## config.mk

```make
export PLATFORM = sky130hd
export DESIGN_NAME = disp_irq_stat
export DESIGN_NICKNAME = d
export VERILOG_FILES = /design/src/rtl/disp_irq_pkg.sv /design/src/rtl/evt_status_reg.sv /design/src/rtl/irq_enable_reg.sv /design/src/rtl/irq_line_ctrl.sv /design/src/rtl/disp_irq_stat.sv
export SDC_FILE = /design/constraint.sdc
export NUM_CORES = 1
export LEC_CHECK = 0
export BUFFER_PORTS_ARGS = -buffer_cell sky130_fd_sc_hd__clkbuf_2
export CORE_ASPECT_RATIO = 1.5
export CORE_MARGIN = 2
export CORE_UTILIZATION = 33
export DETAILED_ROUTE_END_ITERATION = 16
export PLACE_DENSITY = 0.76
export SKIP_CTS_REPAIR_TIMING = 1
export SLEW_MARGIN = 30
export SYNTH_ARGS = -nofsm -noshare
export SYNTH_HDL_FRONTEND = slang
export SYNTH_SLANG_ARGS = --single-unit
```

## constraint.sdc

```tcl
create_clock -name clk -period 1.1 [get_ports clk]
set_clock_uncertainty 0.2 [all_clocks]
set_input_delay 0.165 -clock clk [delete_from_list [all_inputs] [get_ports clk]]
set_output_delay 0.165 -clock clk [all_outputs]
set_load 0.005 [all_outputs]
```

## src/rtl/disp_irq_pkg.sv

```systemverilog
// Package: shared widths, bit positions and register addresses of the
// display interrupt status unit. Bit positions are fixed because the
// software side decodes them.
package disp_irq_pkg;

    localparam int STAT_W = 10;

    localparam int BIT_FRAME_DONE = 0;
    localparam int BIT_SYNC_LOST  = 2;
    localparam int BIT_UNDERFLOW  = 5;
    localparam int BIT_PAL_DONE   = 6;
    localparam int BIT_EOF0       = 8;
    localparam int BIT_EOF1       = 9;

    localparam int ADR_RAW    = 0;
    localparam int ADR_MASKED = 1;
    localparam int ADR_EN_SET = 2;
    localparam int ADR_EN_CLR = 3;
    localparam int ADR_EOI    = 4;

    // Mask of status positions that have a flop behind them.
    function automatic logic [STAT_W-1:0] impl_mask();
        logic [STAT_W-1:0] m;
        m = '0;
        m[BIT_FRAME_DONE] = 1'b1;
        m[BIT_SYNC_LOST]  = 1'b1;
        m[BIT_UNDERFLOW]  = 1'b1;
        m[BIT_PAL_DONE]   = 1'b1;
        m[BIT_EOF0]       = 1'b1;
        m[BIT_EOF1]       = 1'b1;
        return m;
    endfunction

endpackage

```

## src/rtl/evt_status_reg.sv

```systemverilog
// Sticky event status register.
// Each implemented bit is set by its event pulse and cleared by a
// write-one strobe. The event wins when both arrive in one cycle.
// Assumes: event pulses and clear strobes are synchronous to clk.
module evt_status_reg #(
    parameter int W = 10,
    parameter logic [W-1:0] IMPL = '1
) (
    input  logic         clk,
    input  logic         rst_n,
    input  logic [W-1:0] ev,
    input  logic [W-1:0] clr,
    output logic [W-1:0] stat
);

    for (genvar i = 0; i < W; i++) begin : g_bit
        if (IMPL[i]) begin : g_flop
            // Per-bit status flop: set has priority over clear.
            always_ff @(posedge clk) begin
                if (!rst_n)
                    stat[i] <= 1'b0;
                else if (ev[i])
                    stat[i] <= 1'b1;
                else if (clr[i])
                    stat[i] <= 1'b0;
            end
        end else begin : g_tie
            logic unused_in;
            // Unbacked position: reads constant zero.
            assign unused_in = ev[i] ^ clr[i];
            assign stat[i]   = 1'b0;
        end
    end

endmodule

```

## src/rtl/irq_enable_reg.sv

```systemverilog
// Interrupt enable mask driven by separate set and clear strobes.
// Assumes: set and clear never target one bit in the same cycle, since they
// come from different addresses of a single write port. If they did, the
// set would win.
module irq_enable_reg #(
    parameter int W = 10,
    parameter logic [W-1:0] IMPL = '1
) (
    input  logic         clk,
    input  logic         rst_n,
    input  logic [W-1:0] set,
    input  logic [W-1:0] clr,
    output logic [W-1:0] en
);

    for (genvar i = 0; i < W; i++) begin : g_bit
        if (IMPL[i]) begin : g_flop
            // Per-bit enable flop.
            always_ff @(posedge clk) begin
                if (!rst_n)
                    en[i] <= 1'b0;
                else if (set[i])
                    en[i] <= 1'b1;
                else if (clr[i])
                    en[i] <= 1'b0;
            end
        end else begin : g_tie
            logic unused_in;
            // Unbacked position: never enabled.
            assign unused_in = set[i] ^ clr[i];
            assign en[i]     = 1'b0;
        end
    end

endmodule

```

## src/rtl/irq_line_ctrl.sv

```systemverilog
// Interrupt line arming.
// An end-of-interrupt strobe disarms the line for exactly one cycle. The
// line is the AND of armed and "any masked bit pending".
// Assumes: pending is derived from registered state.
module irq_line_ctrl (
    input  logic clk,
    input  logic rst_n,
    input  logic eoi,
    input  logic pending,
    output logic irq
);

    logic armed_q;

    // Arm state: drop for one cycle after an end-of-interrupt write.
    always_ff @(posedge clk) begin
        if (!rst_n)
            armed_q <= 1'b1;
        else
            armed_q <= !eoi;
    end

    // Output gate.
    always_comb irq = armed_q && pending;

endmodule

```

## src/rtl/disp_irq_stat.sv

```systemverilog
// Top level of the display interrupt status unit.
// This module decodes the register port, holds the raw status and the
// enable mask, builds the masked word and drives the interrupt line.
// Assumes: DATA_W >= STAT_W, and the read port is combinational.
module disp_irq_stat
    import disp_irq_pkg::*;
#(
    parameter int DATA_W = 32,
    parameter int ADDR_W = 3
) (
    input  logic              clk,
    input  logic              rst_n,
    input  logic              ev_frame_done,
    input  logic              ev_sync_lost,
    input  logic              ev_fifo_underflow,
    input  logic              ev_palette_done,
    input  logic              ev_eof0,
    input  logic              ev_eof1,
    input  logic              reg_wr,
    input  logic [ADDR_W-1:0] reg_wr_addr,
    input  logic [DATA_W-1:0] reg_wdata,
    input  logic [ADDR_W-1:0] reg_rd_addr,
    output logic [DATA_W-1:0] reg_rdata,
    output logic              irq
);

    localparam logic [STAT_W-1:0] IMPL = impl_mask();
    localparam int PAD_W = DATA_W - STAT_W;

    logic [STAT_W-1:0] ev_vec;
    logic [STAT_W-1:0] wbits;
    logic [STAT_W-1:0] stat_clr, en_set, en_clr;
    logic [STAT_W-1:0] stat_q, en_q, masked;
    logic              eoi;
    logic              unused_wdata_hi;

    // Gather event pulses at their architectural bit positions.
    always_comb begin
        ev_vec                 = '0;
        ev_vec[BIT_FRAME_DONE] = ev_frame_done;
        ev_vec[BIT_SYNC_LOST]  = ev_sync_lost;
        ev_vec[BIT_UNDERFLOW]  = ev_fifo_underflow;
        ev_vec[BIT_PAL_DONE]   = ev_palette_done;
        ev_vec[BIT_EOF0]       = ev_eof0;
        ev_vec[BIT_EOF1]       = ev_eof1;
    end

    assign wbits           = reg_wdata[STAT_W-1:0];
    assign unused_wdata_hi = ^reg_wdata[DATA_W-1:STAT_W];

    // Write decode into per-register strobes.
    always_comb begin
        stat_clr = '0;
        en_set   = '0;
        en_clr   = '0;
        eoi      = 1'b0;
        if (reg_wr) begin
            case (int'(reg_wr_addr))
                ADR_RAW:    stat_clr = wbits;
                ADR_EN_SET: en_set   = wbits;
                ADR_EN_CLR: en_clr   = wbits;
                ADR_EOI:    eoi      = 1'b1;
                default:    ;
            endcase
        end
    end

    evt_status_reg #(.W(STAT_W), .IMPL(IMPL)) u_status (
        .clk   (clk),
        .rst_n (rst_n),
        .ev    (ev_vec),
        .clr   (stat_clr),
        .stat  (stat_q)
    );

    irq_enable_reg #(.W(STAT_W), .IMPL(IMPL)) u_enable (
        .clk   (clk),
        .rst_n (rst_n),
        .set   (en_set),
        .clr   (en_clr),
        .en    (en_q)
    );

    // Masked status word.
    assign masked = stat_q & en_q;

    irq_line_ctrl u_line (
        .clk     (clk),
        .rst_n   (rst_n),
        .eoi     (eoi),
        .pending (|masked),
        .irq     (irq)
    );

    // Read multiplexer, zero-extended to the bus width.
    always_comb begin
        case (int'(reg_rd_addr))
            ADR_RAW:    reg_rdata = {{PAD_W{1'b0}}, stat_q};
            ADR_MASKED: reg_rdata = {{PAD_W{1'b0}}, masked};
            ADR_EN_SET,
            ADR_EN_CLR: reg_rdata = {{PAD_W{1'b0}}, en_q};
            default:    reg_rdata = '0;
        endcase
    end

endmodule

```

Word level (Yosys, flattened, before mapping)
Index checks and enable logic that the tools add are counted.
Storage, ports and cells
  input bits: 47
  logic and storage cells: 71
  flip-flop bits (word level): 13
  output and inout port bits: 33
Cells by class
  mux-type cells: 33
  equal/unequal tests: 6
  bitwise logic cells: 1
  reductions and logical operators: 18
Operator list (count)
  two-way mux 10 bit: 6
  case mux 10 bit (3 select lines): 1
  two-way mux 1 bit: 26
  nonzero test 2 bit: 12
  equality test 3 x 2 -> 1 bit, second input constant: 4
  AND 10 bit: 1
  OR reduction 10 bit: 1
  logical NOT 3 bit: 2
  equality test 3 x 1 -> 1 bit, second input constant: 1
  equality test 3 bit, second input constant: 1
  OR reduction 2 bit: 1
  logical AND 1 bit: 1
  logical NOT 1 bit: 1

Longest topological paths before layout
Gate-level depths: netlist of the first run.
  word-level depth: 5
  mapped depth: 5

By module
A second synthesis of the first run with hierarchy kept.
Second synthesis, totals
  cells, all modules: 159
  area total of the unflattened synthesis: 1144.8 sq um
Modules (own cells, without submodules)
  disp_irq_stat: area an instance 551.8 sq um, cells an instance 110, times used 1
  evt_status_reg: area an instance 281.5 sq um, cells an instance 23, times used 1
  irq_enable_reg: area an instance 281.5 sq um, cells an instance 23, times used 1
  irq_line_ctrl: area an instance 30.0 sq um, cells an instance 3, times used 1

Least setup slack after synthesis of the first run
No wires, ideal clock.
  path type: input port to flip-flop
  from: in reg_wr_addr[1]
  to: reg u_enable.en[2]
  slack: 0.005 ns
  setup time: 0.115 ns
  data required time: 0.785 ns
  arrival: 0.780 ns
  cell stages on the path: 4
  cells stage by stage: nor2b_2 > buf_6 > a31o_1 > and3_1
Between the ends
  longest elaborated chain between the ends: 4
  elaborated cells on any way between the ends: 8
  classes of those cells: eq/ne (2); mux (5); reduce/logical (1)
Ends and longest elaborated chain
  start, declared: line disp_irq_stat.sv:20  | input logic [ADDR_W-1:0] reg_wr_addr,
  equality test 3 x 2 -> 1 bit: line disp_irq_stat.sv:58  | case (int'(reg_wr_addr))
  two-way mux 10 bit: line disp_irq_stat.sv:58
  two-way mux 10 bit: line disp_irq_stat.sv:57  | if (reg_wr) begin
  two-way mux 1 bit / nonzero test 2 bit (equally long branches)
  end signal, assigned by index: line irq_enable_reg.sv:21  | en[i] <= 1'b0;
  end signal, assigned by index: line irq_enable_reg.sv:23  | en[i] <= 1'b1;
  end signal, assigned by index: line irq_enable_reg.sv:25  | en[i] <= 1'b0;
  end, declared: line irq_enable_reg.sv:13  | output logic [W-1:0] en
Parallel ways exist; a longest one is shown, timed or not.
A chain may end at the register's enable or synchronous reset.

Worst setup path after layout of the first run
  from: reg u_status.stat[0]
  to: out irq
Between the ends
  longest elaborated chain between the ends: 3
Ends and longest elaborated chain
  start, declared: line evt_status_reg.sv:13  | output logic [W-1:0] stat
  start signal, assigned by index: line evt_status_reg.sv:21  | stat[i] <= 1'b0;
  start signal, assigned by index: line evt_status_reg.sv:23  | stat[i] <= 1'b1;
  start signal, assigned by index: line evt_status_reg.sv:25  | stat[i] <= 1'b0;
  AND 10 bit: line disp_irq_stat.sv:85  | assign masked = stat_q & en_q;
  OR reduction 10 bit: line disp_irq_stat.sv:91  | .pending (|masked),
  logical AND 1 bit: line irq_line_ctrl.sv:24  | always_comb irq = armed_q && pending;
  end, declared: line disp_irq_stat.sv:24  | output logic irq
Every way passes these cells.

==> results.txt, run 1 <==
Fin crit share: 125.4%
VDD IR-drop max: 0.3030 mV
CTS Root Cell: clkbuf_4
FF+latch count, synth: 13
Fin crit period: 1.379 ns
Cell area after synthesis: 860.8 um^2
WP buf/inv: 1
Critical Path RT: 0.73 ns
Routed WL per cell: 10.69 um
Design Power: 0.001034 W
Worst hold slack: -0.01681 ns
Final Hold Viols: 2
Max-slew violations: 0
CTS Buffer Depth: 2
Worst EP arrival: 1.01 ns
Remaining DRCs: 0
Starting density of the core: 34.75%
Max-cap violations: 0
Fmax achieved: 725.0 MHz
First-pass DRT Iterations: 4
CTS sink count: 13
Yosys warning count: 0
GRT Overall Usage: 12.26%
Num CTS Buffers: 3
Net count, final: 199
Mapped Cells: 115
Number of global-route vias before repair: 714
I/O Pins: 80
Clk_lat worst skew: 0.27 ns
Chip Height: 66.55 um
CP Launch Type: register
CP max stage delay: 0.33 ns
Pwr dens: 978.2 nW/um^2
Final Wtd Congestion: 0.7383
Setup WS pre-CTS: -0.1447 ns
Ant. Diodes: 0
Via/cell ratio: 4.543
Die area: 3041 um^2
Slowest-stage cell, CP: dfxtp_2
Largest net degree at the start of global routing: 20
Dpl hpwl: 1481 um
Cell row count: 22
Vias: 795
Status: finished, violations left
Port Buf Inserts: 27
RSZ-0062 raised after global routing: true
Failing checks: hold timing, setup timing
Die W: 45.70 um
Initial antenna violation count: 0
Critical Path Sink Type: output pin
CTS tree: yes
Hold Path Class: in2reg
Crit-path leading delay family: flip-flops
Clock Pin Slew Worst Setup and Hold Paths: 0.08 ns
Non-Filler Instances: 175
Crit path max fanout: 3
Global route overflow: 0
Pleak: 0.5362 nW
Post-route setup TNS: -1.463 ns
Post-route setup slack: -0.2794 ns
First-pass GRT wire length: 2780 um
DRT antenna net count: 0
Post-synthesis cell type count: 20
Post-synthesis sequential area ratio: 30.23%
WL final: 1870 um
Critical Path, Cell by Cell: a22oi_1 > a31oi_1 > clkbuf_2
Share of cells above drive strength 1: 37.75%
Critical path class: reg2out
Syn_area_per_cell: 7.485 um^2
Area delta synth->final: 22.82%
# setup viols final: 7
1st-iter DRT viols: 6
Placed cells: 167
# H-tree levels: 1
Core ar.: 2477 um^2
Filler Cell Count: 259
## layout by cell type (no fill, tap or decap), drive strengths merged, types with 3 or more instances in the layout
master / count
a22oi: 3
clkbuf: 25
buf: 13
a21oi: 6
nor2: 20
conb: 26
a31o: 6
dlygate4sd3: 4
nand4: 7
nor3: 7
nand2: 6
o21ai: 6
and3: 6
dfxtp: 13
## synthesized netlist by cell type, drive strengths merged
| master | number | area (um^2) |
|---|---|---|
| a22oi | 3 | 22.52 |
| inv | 1 | 3.750 |
| dfxtp | 13 | 260.3 |
| o21ai | 6 | 30.03 |
| nor2 | 20 | 75.07 |
| buf | 29 | 216.5 |
| a31oi | 1 | 6.260 |
| nor2b | 1 | 8.760 |
| a31o | 6 | 52.55 |
| a21oi | 6 | 30.03 |
| nand4 | 7 | 43.79 |
| nand2 | 6 | 22.52 |
| and3 | 6 | 37.54 |
| conb | 1 | 3.750 |
| clkbuf | 2 | 7.510 |
| nor3 | 7 | 40.04 |
## tightest hold or removal path, cell delays in order
cell      delay [ns]
clkbuf_2        0.09
nor2_1          0.04
a21oi_1         0.12
## logic make-up after synthesis
logic type	Yosys count	synth area share [%]
buffers and inverters	32	26.45
other	1	0.4356
AOI/OAI and AO/OA	22	16.42
and+or+nand+nor	47	26.45
DFF	13	30.23
## registers in the layout, summed over array words and instances (netlist names)
signal          cells
u_enable.en         6
u_line.armed_q      1
u_status.stat       6
## metrics by stage
step,utilization [%],cell area [um^2]
floorplan,-,954.7
global placement,38.79,960.9
detailed placement,38.79,960.9
CTS,39.85,987.2
global route,42.68,1057
finish,42.68,1057
## routing by layer
layer  vias to the layer above  routed length (um)  part of all wire [%]  track usage [%]
li1                        419                   -                     -                -
met1                       347                 726                    39            13.86
met2                        27                1042                    56            21.30
met3                         2                  72                   3.9                0
met4                         0                  28                   1.5            8.571
met5                         -                   0                     0                0
## layout make-up
type | count | area, um^2 | share of cell area (%)
timing repair buffer | 38 | 240.2 | 22.72
tap | 24 | 30.03 | 2.840
sequential | 13 | 275.3 | 26.04
multi-input combinational | 95 | 481.7 | 45.56
inverter | 1 | 3.754 | 0.3550
clock buffer | 4 | 26.28 | 2.485
## worst paths after layout
check | startpoint | to | slack (ns) | cells past startpoint
setup / recovery | u_status.stat[0] | irq | -0.28 | 3
setup reg to reg | u_enable.en[5] | u_enable.en[5] | 0.09 | 2
hold reg to reg | u_status.stat[5] | u_status.stat[5] | 0.36 | 2
hold / removal | ev_frame_done | u_status.stat[0] | -0.02 | 3
## report_power, final
| group | internal (W) | switching [W] |
|---|---|---|
| Clock | 0.000140 | 0.000149 |
| Sequential | 0.000500 | 0.0000198 |
| Combinational | 0.000105 | 0.000120 |
(Power assumes the default switching activity.)
==> run 2: changes to the inputs <==
--- a/config.mk
+++ b/config.mk
@@ -5,12 +5,13 @@
 export SDC_FILE = /design/constraint.sdc
 export NUM_CORES = 1
 export LEC_CHECK = 0
+export ABC_AREA = 1
 export BUFFER_PORTS_ARGS = -buffer_cell sky130_fd_sc_hd__clkbuf_2
 export CORE_ASPECT_RATIO = 1.5
 export CORE_MARGIN = 2
-export CORE_UTILIZATION = 33
+export CORE_UTILIZATION = 34
 export DETAILED_ROUTE_END_ITERATION = 16
-export PLACE_DENSITY = 0.76
+export PLACE_DENSITY = 0.75
 export SKIP_CTS_REPAIR_TIMING = 1
 export SLEW_MARGIN = 30
 export SYNTH_ARGS = -nofsm -noshare
==> results.txt, run 2 <==
Hold Path Class: in2reg
Count leader, synth: nand2_1
1st-iter DRT viols: 14 (+8)
Crit-path most repeated cell: nand2_1
First-pass GRT wire length: 3098 um (+11%)
Clock Pin Slew Worst Setup and Hold Paths: 0.05 ns (-0.03 ns)
CTS Root Cell: clkbuf_8
Number of global-route vias before repair: 821 (+15%)
Via/cell ratio: 4.321 (-4.9%)
Core ar.: 2648 um^2 (+6.9%)
Chip Height: 68.35 um (+2.7%)
Fin crit period: 1.379 ns (-0.0005560 ns)
Most frequent cells in the layout: 33 x nand2_1, 26 x conb_1, 22 x clkbuf_2
Vias: 1024 (+29%)
RSZ-0062 raised after global routing: true
WP buf/inv: 1 (unchanged)
Starting density of the core: 35.44% (+0.70 points)
CTS sink count: 13 (unchanged)
Max-slew violations: 0 (unchanged)
Status: finished, violations left
CP Launch Type: register
Failing checks: hold timing, setup timing
Final Wtd Congestion: 0.7025 (-4.8%)
CP max stage delay: 0.33 ns (about the same)
Post-synthesis cell type count: 15 (-25%)
Post-route setup slack: -0.2788 ns (+0.0005560 ns)
Yosys top cell area share: 27.73% (-2.5 points)
Max-cap violations: 0 (unchanged)
Num CTS Buffers: 3 (unchanged)
Commonest non-fill, non-tap cell in the layout: nand2_1
Net count, final: 248 (+25%)
Pleak: 0.7880 nW (+47%)
Critical Path, Cell by Cell: nand2_1 > nand2_1 > nor3_2 > nor2_1 > clkbuf_2
Slowest-stage cell, CP: dfxtp_2
VDD IR-drop max: 0.6490 mV (+110%)
Global route overflow: 0 (unchanged)
# setup viols final: 7 (unchanged)
Placed cells: 223 (+34%)
Remaining DRCs: 0 (unchanged)
FF+latch count, synth: 13 (unchanged)
GRT Overall Usage: 13.02% (+0.76 points)
DRT antenna net count: 0 (unchanged)
Ant. Diodes: 0 (unchanged)
Core Util, Final: 52.22% (+9.5 points)
Routed WL per cell: 8.827 um (-17%)
WL final: 2092 um (+12%)
Post-synthesis sequential area ratio: 27.73% (-2.5 points)
Worst EP arrival: 1.01 ns (about the same)
Cell area after synthesis: 938.4 um^2 (+9.0%)
Synth area leaders: dfxtp_1 28%, buf_4 22%, nand2_1 16%, nand3_1 13%, a21oi_1 6.4%
Mapped Cells: 149 (+30%)
Fin crit share: 125.3% (about the same)
CTS tree: yes
Critical Path RT: 0.73 ns (about the same)
Area delta synth->final: 47.33%
First-pass DRT Iterations: 4 (unchanged)
Top post-synthesis cells by count: 40 x nand2_1, 27 x buf_4, 24 x nand3_1
Largest net degree at the start of global routing: 13 (-35%)
Top Registers: u_enable.en x6, u_status.stat x6, u_line.armed_q x1
Number of synthesized flops with an enable pin: 0 (unchanged)
Final Hold Viols: 1 (-1)
Die area: 3205 um^2 (+5.4%)
Pwr dens: 881.5 nW/um^2 (-9.9%)
Yosys top cell by area: dfxtp_1
I/O Pins: 80 (unchanged)
Worst hold slack: -0.006284 ns (+0.01052 ns)
Yosys warning count: 0 (unchanged)
Dpl hpwl: 1583 um (+6.9%)
Clk_lat worst skew: 0.24 ns (-0.03 ns)
Ys async rst share: 0% (unchanged)
Critical path class: reg2out
Die W: 46.90 um (+2.6%)
Cell row count: 23 (+4.5%)
Non-Filler Instances: 237 (+35%)
Fmax achieved: 725.3 MHz (about the same)
Critical Path Sink Type: output pin
# H-tree levels: 1 (unchanged)
Synth Flop Type: dfxtp_1
Initial antenna violation count: 0 (unchanged)
CTS Buffer Depth: 2 (unchanged)
Crit-path leading delay family: flip-flops
Port Buf Inserts: 27 (unchanged)
Syn_area_per_cell: 6.298 um^2 (-16%)
Crit path max fanout: 4 (+1)
Share of cells above drive strength 1: 40.50% (+2.8 points)
-- run 2: where the power goes --
part           switching, W  total, W  leakage, nW  internal, W
registers         0.0000185  0.000519        0.111     0.000501
clock network      0.000160  0.000415       0.0228     0.000255
logic              0.000146  0.000285        0.654     0.000138
-- run 2: cell families (layout without fill, tap and decap cells) --
kind of cell | after synthesis | after routing | synth area share (%)
buffers and inverters | 45 | 71 | 28.93
AO/OA/AOI/OAI | 12 | 12 | 6.400
other | 1 | 26 | 0.3996
flip-flops | 13 | 13 | 27.73
AND/OR/NAND/NOR | 78 | 78 | 36.53
-- run 2: cell type report --
class | instances | area [um^2]
fill | 283 | 1265
tap | 37 | 46.29
sequential | 13 | 275.3
clock buffer | 4 | 45.04
multi-input combinational | 116 | 578.1
inverter | 17 | 66.31
timing repair buffer | 50 | 371.6
-- run 2: final timing paths --
| check | from | endpoint | slack, ns | cells past startpoint |
|---|---|---|---|---|
| worst min-delay path | reg_wr | u_line.armed_q | -0.006 | 2 |
| worst max register to register | u_enable.en[6] | u_enable.en[6] | 0.05 | 4 |
| worst min register to register | u_status.stat[2] | u_status.stat[2] | 0.28 | 2 |
| worst max-delay path | u_status.stat[2] | irq | -0.28 | 5 |
-- run 2: layer usage --
metal	wire, um	global-route usage, %	vias to the layer above
li1	-	-	524
met1	751	12.92	451
met2	1128	25.34	44
met3	172	1.055	5
met4	39	6.250	0
met5	0	0	-
-- run 2: per-stage QoR --
step	cell area, um^2	total power, W	worst slack, ns	setup TNS, ns
3_3_place_gp	1104	0.0007397	-0.1116	-0.7029
5_1_grt	1383	0.001278	-0.3408	-1.683
6_report	1383	0.001219	-0.2788	-1.375
3_5_place_dp	1104	0.0007441	-0.1096	-0.7111
2_1_floorplan	1032	0.0007037	0.09615	0
4_1_cts	1149	0.001151	-0.3187	-1.553
==> run 3: changes to the inputs <==
--- a/config.mk
+++ b/config.mk
@@ -9,9 +9,10 @@
 export BUFFER_PORTS_ARGS = -buffer_cell sky130_fd_sc_hd__clkbuf_2
 export CORE_ASPECT_RATIO = 1.5
 export CORE_MARGIN = 2
-export CORE_UTILIZATION = 34
+export CORE_UTILIZATION = 40
 export DETAILED_ROUTE_END_ITERATION = 16
-export PLACE_DENSITY = 0.75
+export PLACE_DENSITY = 0.82
+export REMOVE_ABC_BUFFERS = 1
 export SKIP_CTS_REPAIR_TIMING = 1
 export SLEW_MARGIN = 30
 export SYNTH_ARGS = -nofsm -noshare
==> constraint.sdc (replaced) <==
create_clock -name clk -period 1.75 [get_ports clk]
set_clock_uncertainty 0.2 [all_clocks]
set_input_delay 0.2625 -clock clk [delete_from_list [all_inputs] [get_ports clk]]
set_output_delay 0.2625 -clock clk [all_outputs]
set_load 0.005 [all_outputs]
==> results.txt, run 3 (synthesis results as in run 2) <==
Status: finished, violations left
Failing checks: hold timing
Critical Path, Cell by Cell: nand2_1 > nand2_1 > nor3_1 > nor2_1 > clkbuf_2
Pleak: 0.6020 nW (-24%)
CTS Buffer Depth: 2 (unchanged)
Fin crit period: 1.553 ns
Reg2Reg Launch Point: u_status.stat[9]
Critical Path Sink Type: output pin
# H-tree levels: 1 (unchanged)
Top Registers: u_enable.en x6, u_status.stat x6, u_line.armed_q x1
Worst hold slack: -0.004958 ns (+0.001327 ns)
Hold Startpoint: ev_frame_done
Chip Height: 63.32 um (-7.4%)
Critical path class: reg2out
Final Wtd Congestion: 0.7947 (+13%)
1st-iter DRT viols: 13 (-1)
Max-cap violations: 0 (unchanged)
First-pass DRT Iterations: 4 (unchanged)
Dpl hpwl: 1386 um (-12%)
# setup viols final: 0 (-7)
Core ar.: 2233 um^2 (-16%)
Commonest non-fill, non-tap cell in the layout: nand2_1
GRT Overall Usage: 13.45% (+0.44 points)
Routed WL per cell: 8.547 um (-3.2%)
Filler Cell Count: 259 (-8.5%)
Fin crit share: 88.76%
Num CTS Buffers: 3 (unchanged)
Critical Path RT: 1.29 ns (+0.56 ns)
Worst R2R Path Depth: 2 (-2)
Initial antenna violation count: 0 (unchanged)
Most frequent cells in the layout: 40 x nand2_1, 27 x clkbuf_2, 26 x conb_1
Clk_lat worst skew: 0.27 ns (+0.03 ns)
RSZ-0062 raised after global routing: false
VDD IR-drop max: 0.4055 mV (-38%)
Global route overflow: 0 (unchanged)
First-pass GRT wire length: 2891 um (-6.7%)
Final Hold Viols: 3 (+2)
Share of cells above drive strength 1: 19.66% (-21 points)
DRT antenna net count: 0 (unchanged)
Area delta synth->final: 9.200%
Pwr dens: 612.4 nW/um^2 (-31%)
Via/cell ratio: 4.537 (+5.0%)
Die area: 2757 um^2 (-14%)
Hold Path Class: in2reg
Slowest-stage cell, CP: dfxtp_1
Post-route setup TNS: 0 ns (+1.375 ns)
Crit path max fanout: 4 (unchanged)
Largest net degree at the start of global routing: 13 (unchanged)
CP max stage delay: 0.34 ns (about the same)
CP Launch Type: register
Ant. Diodes: 0 (unchanged)
CTS sink count: 13 (unchanged)
Die W: 43.55 um (-7.1%)
Worst R2R End: u_status.stat[9]
WHS Path Cells: 3 (+1)
Port Buf Inserts: 27 (unchanged)
Vias: 912 (-11%)
Reg2Reg Setup Slack: 0.93 ns (+0.88 ns)
Clock Pin Slew Worst Setup and Hold Paths: 0.08 ns (+0.03 ns)
CTS Root Cell: clkbuf_4
Fmax achieved: 643.8 MHz
Starting density of the core: 42.02% (+6.6 points)
Worst EP arrival: 1.09 ns (+0.08 ns)
CTS tree: yes
Remaining DRCs: 0 (unchanged)
Hold Path End: u_status.stat[0]
Crit-path most repeated cell: nand2_1
I/O Pins: 80 (unchanged)
Cell row count: 21 (-8.7%)
WL final: 1718 um (-18%)
Net count, final: 226 (-8.9%)
Number of global-route vias before repair: 705 (-14%)
Max-slew violations: 0 (unchanged)
[run 3: changes by cell type in the layout (fill, tap and decap cells not counted), sizes merged]
cell	delta
buf	-21
dlygate4sd3	-6
clkbuf	+5
[run 3: where the power goes]
| part | leakage, nW | total [W] | switching, W | internal (W) |
|---|---|---|---|---|
| clock network | 0.0150 | 0.000186 | 0.0000976 | 0.0000885 |
| registers | 0.107 | 0.000325 | 0.0000144 | 0.000311 |
| logic | 0.480 | 0.000116 | 0.0000716 | 0.0000446 |
[run 3: worst max-delay path by stage]
stage	start	to	slack (ns)	depth (start not counted)
2_1_floorplan	reg_rd_addr[1]	reg_rdata[0]	0.55	5
3_3_place_gp	reg_rd_addr[1]	reg_rdata[6]	0.22	7
3_5_place_dp	reg_rd_addr[1]	reg_rdata[6]	0.19	7
4_1_cts	reg_rd_addr[1]	reg_rdata[6]	0.19	7
5_1_grt	reg_rd_addr[1]	reg_rdata[0]	0.02	7
6_report	u_enable.en[6]	irq	0.20	5
[run 3: metrics by stage]
step           cell area, um^2  utilization (%)  setup slack, ns  std cells  power [W]
2_1_floorplan            824.5                -           0.5511        146  0.0003961
3_5_place_dp             988.4            44.26           0.1936        196  0.0004462
5_1_grt                   1025            45.88          0.01581        201  0.0006613
3_3_place_gp             988.4            44.26           0.2152        196  0.0004452
4_1_cts                   1015            45.43           0.1925        200  0.0006287
6_report                  1025            45.88           0.1968        201  0.0006275
[run 3: layout make-up]
cell class | instances | area (um^2) | area share, %
Multi-Input combinational cell | 116 | 500.5 | 48.84
Sequential cell | 13 | 260.3 | 25.40
Timing Repair Buffer | 28 | 145.1 | 14.16
Inverter | 17 | 63.81 | 6.227
Tap cell | 23 | 28.78 | 2.808
Clock buffer | 4 | 26.28 | 2.564
[run 3: routing by layer]
layer	part of all wire, %	track usage, %	wire length, um
met1	42	17.28	714
met2	47	20.59	805
met3	8.3	1.146	142
met4	3.3	9.091	57
met5	0	0	0
[run 3: critical path: cells and delay by family (launching register included)]
family / cells / cell delay (ns)
simple gates: 4 / 0.36
flops: 1 / 0.34
buf+inv: 1 / 0.11
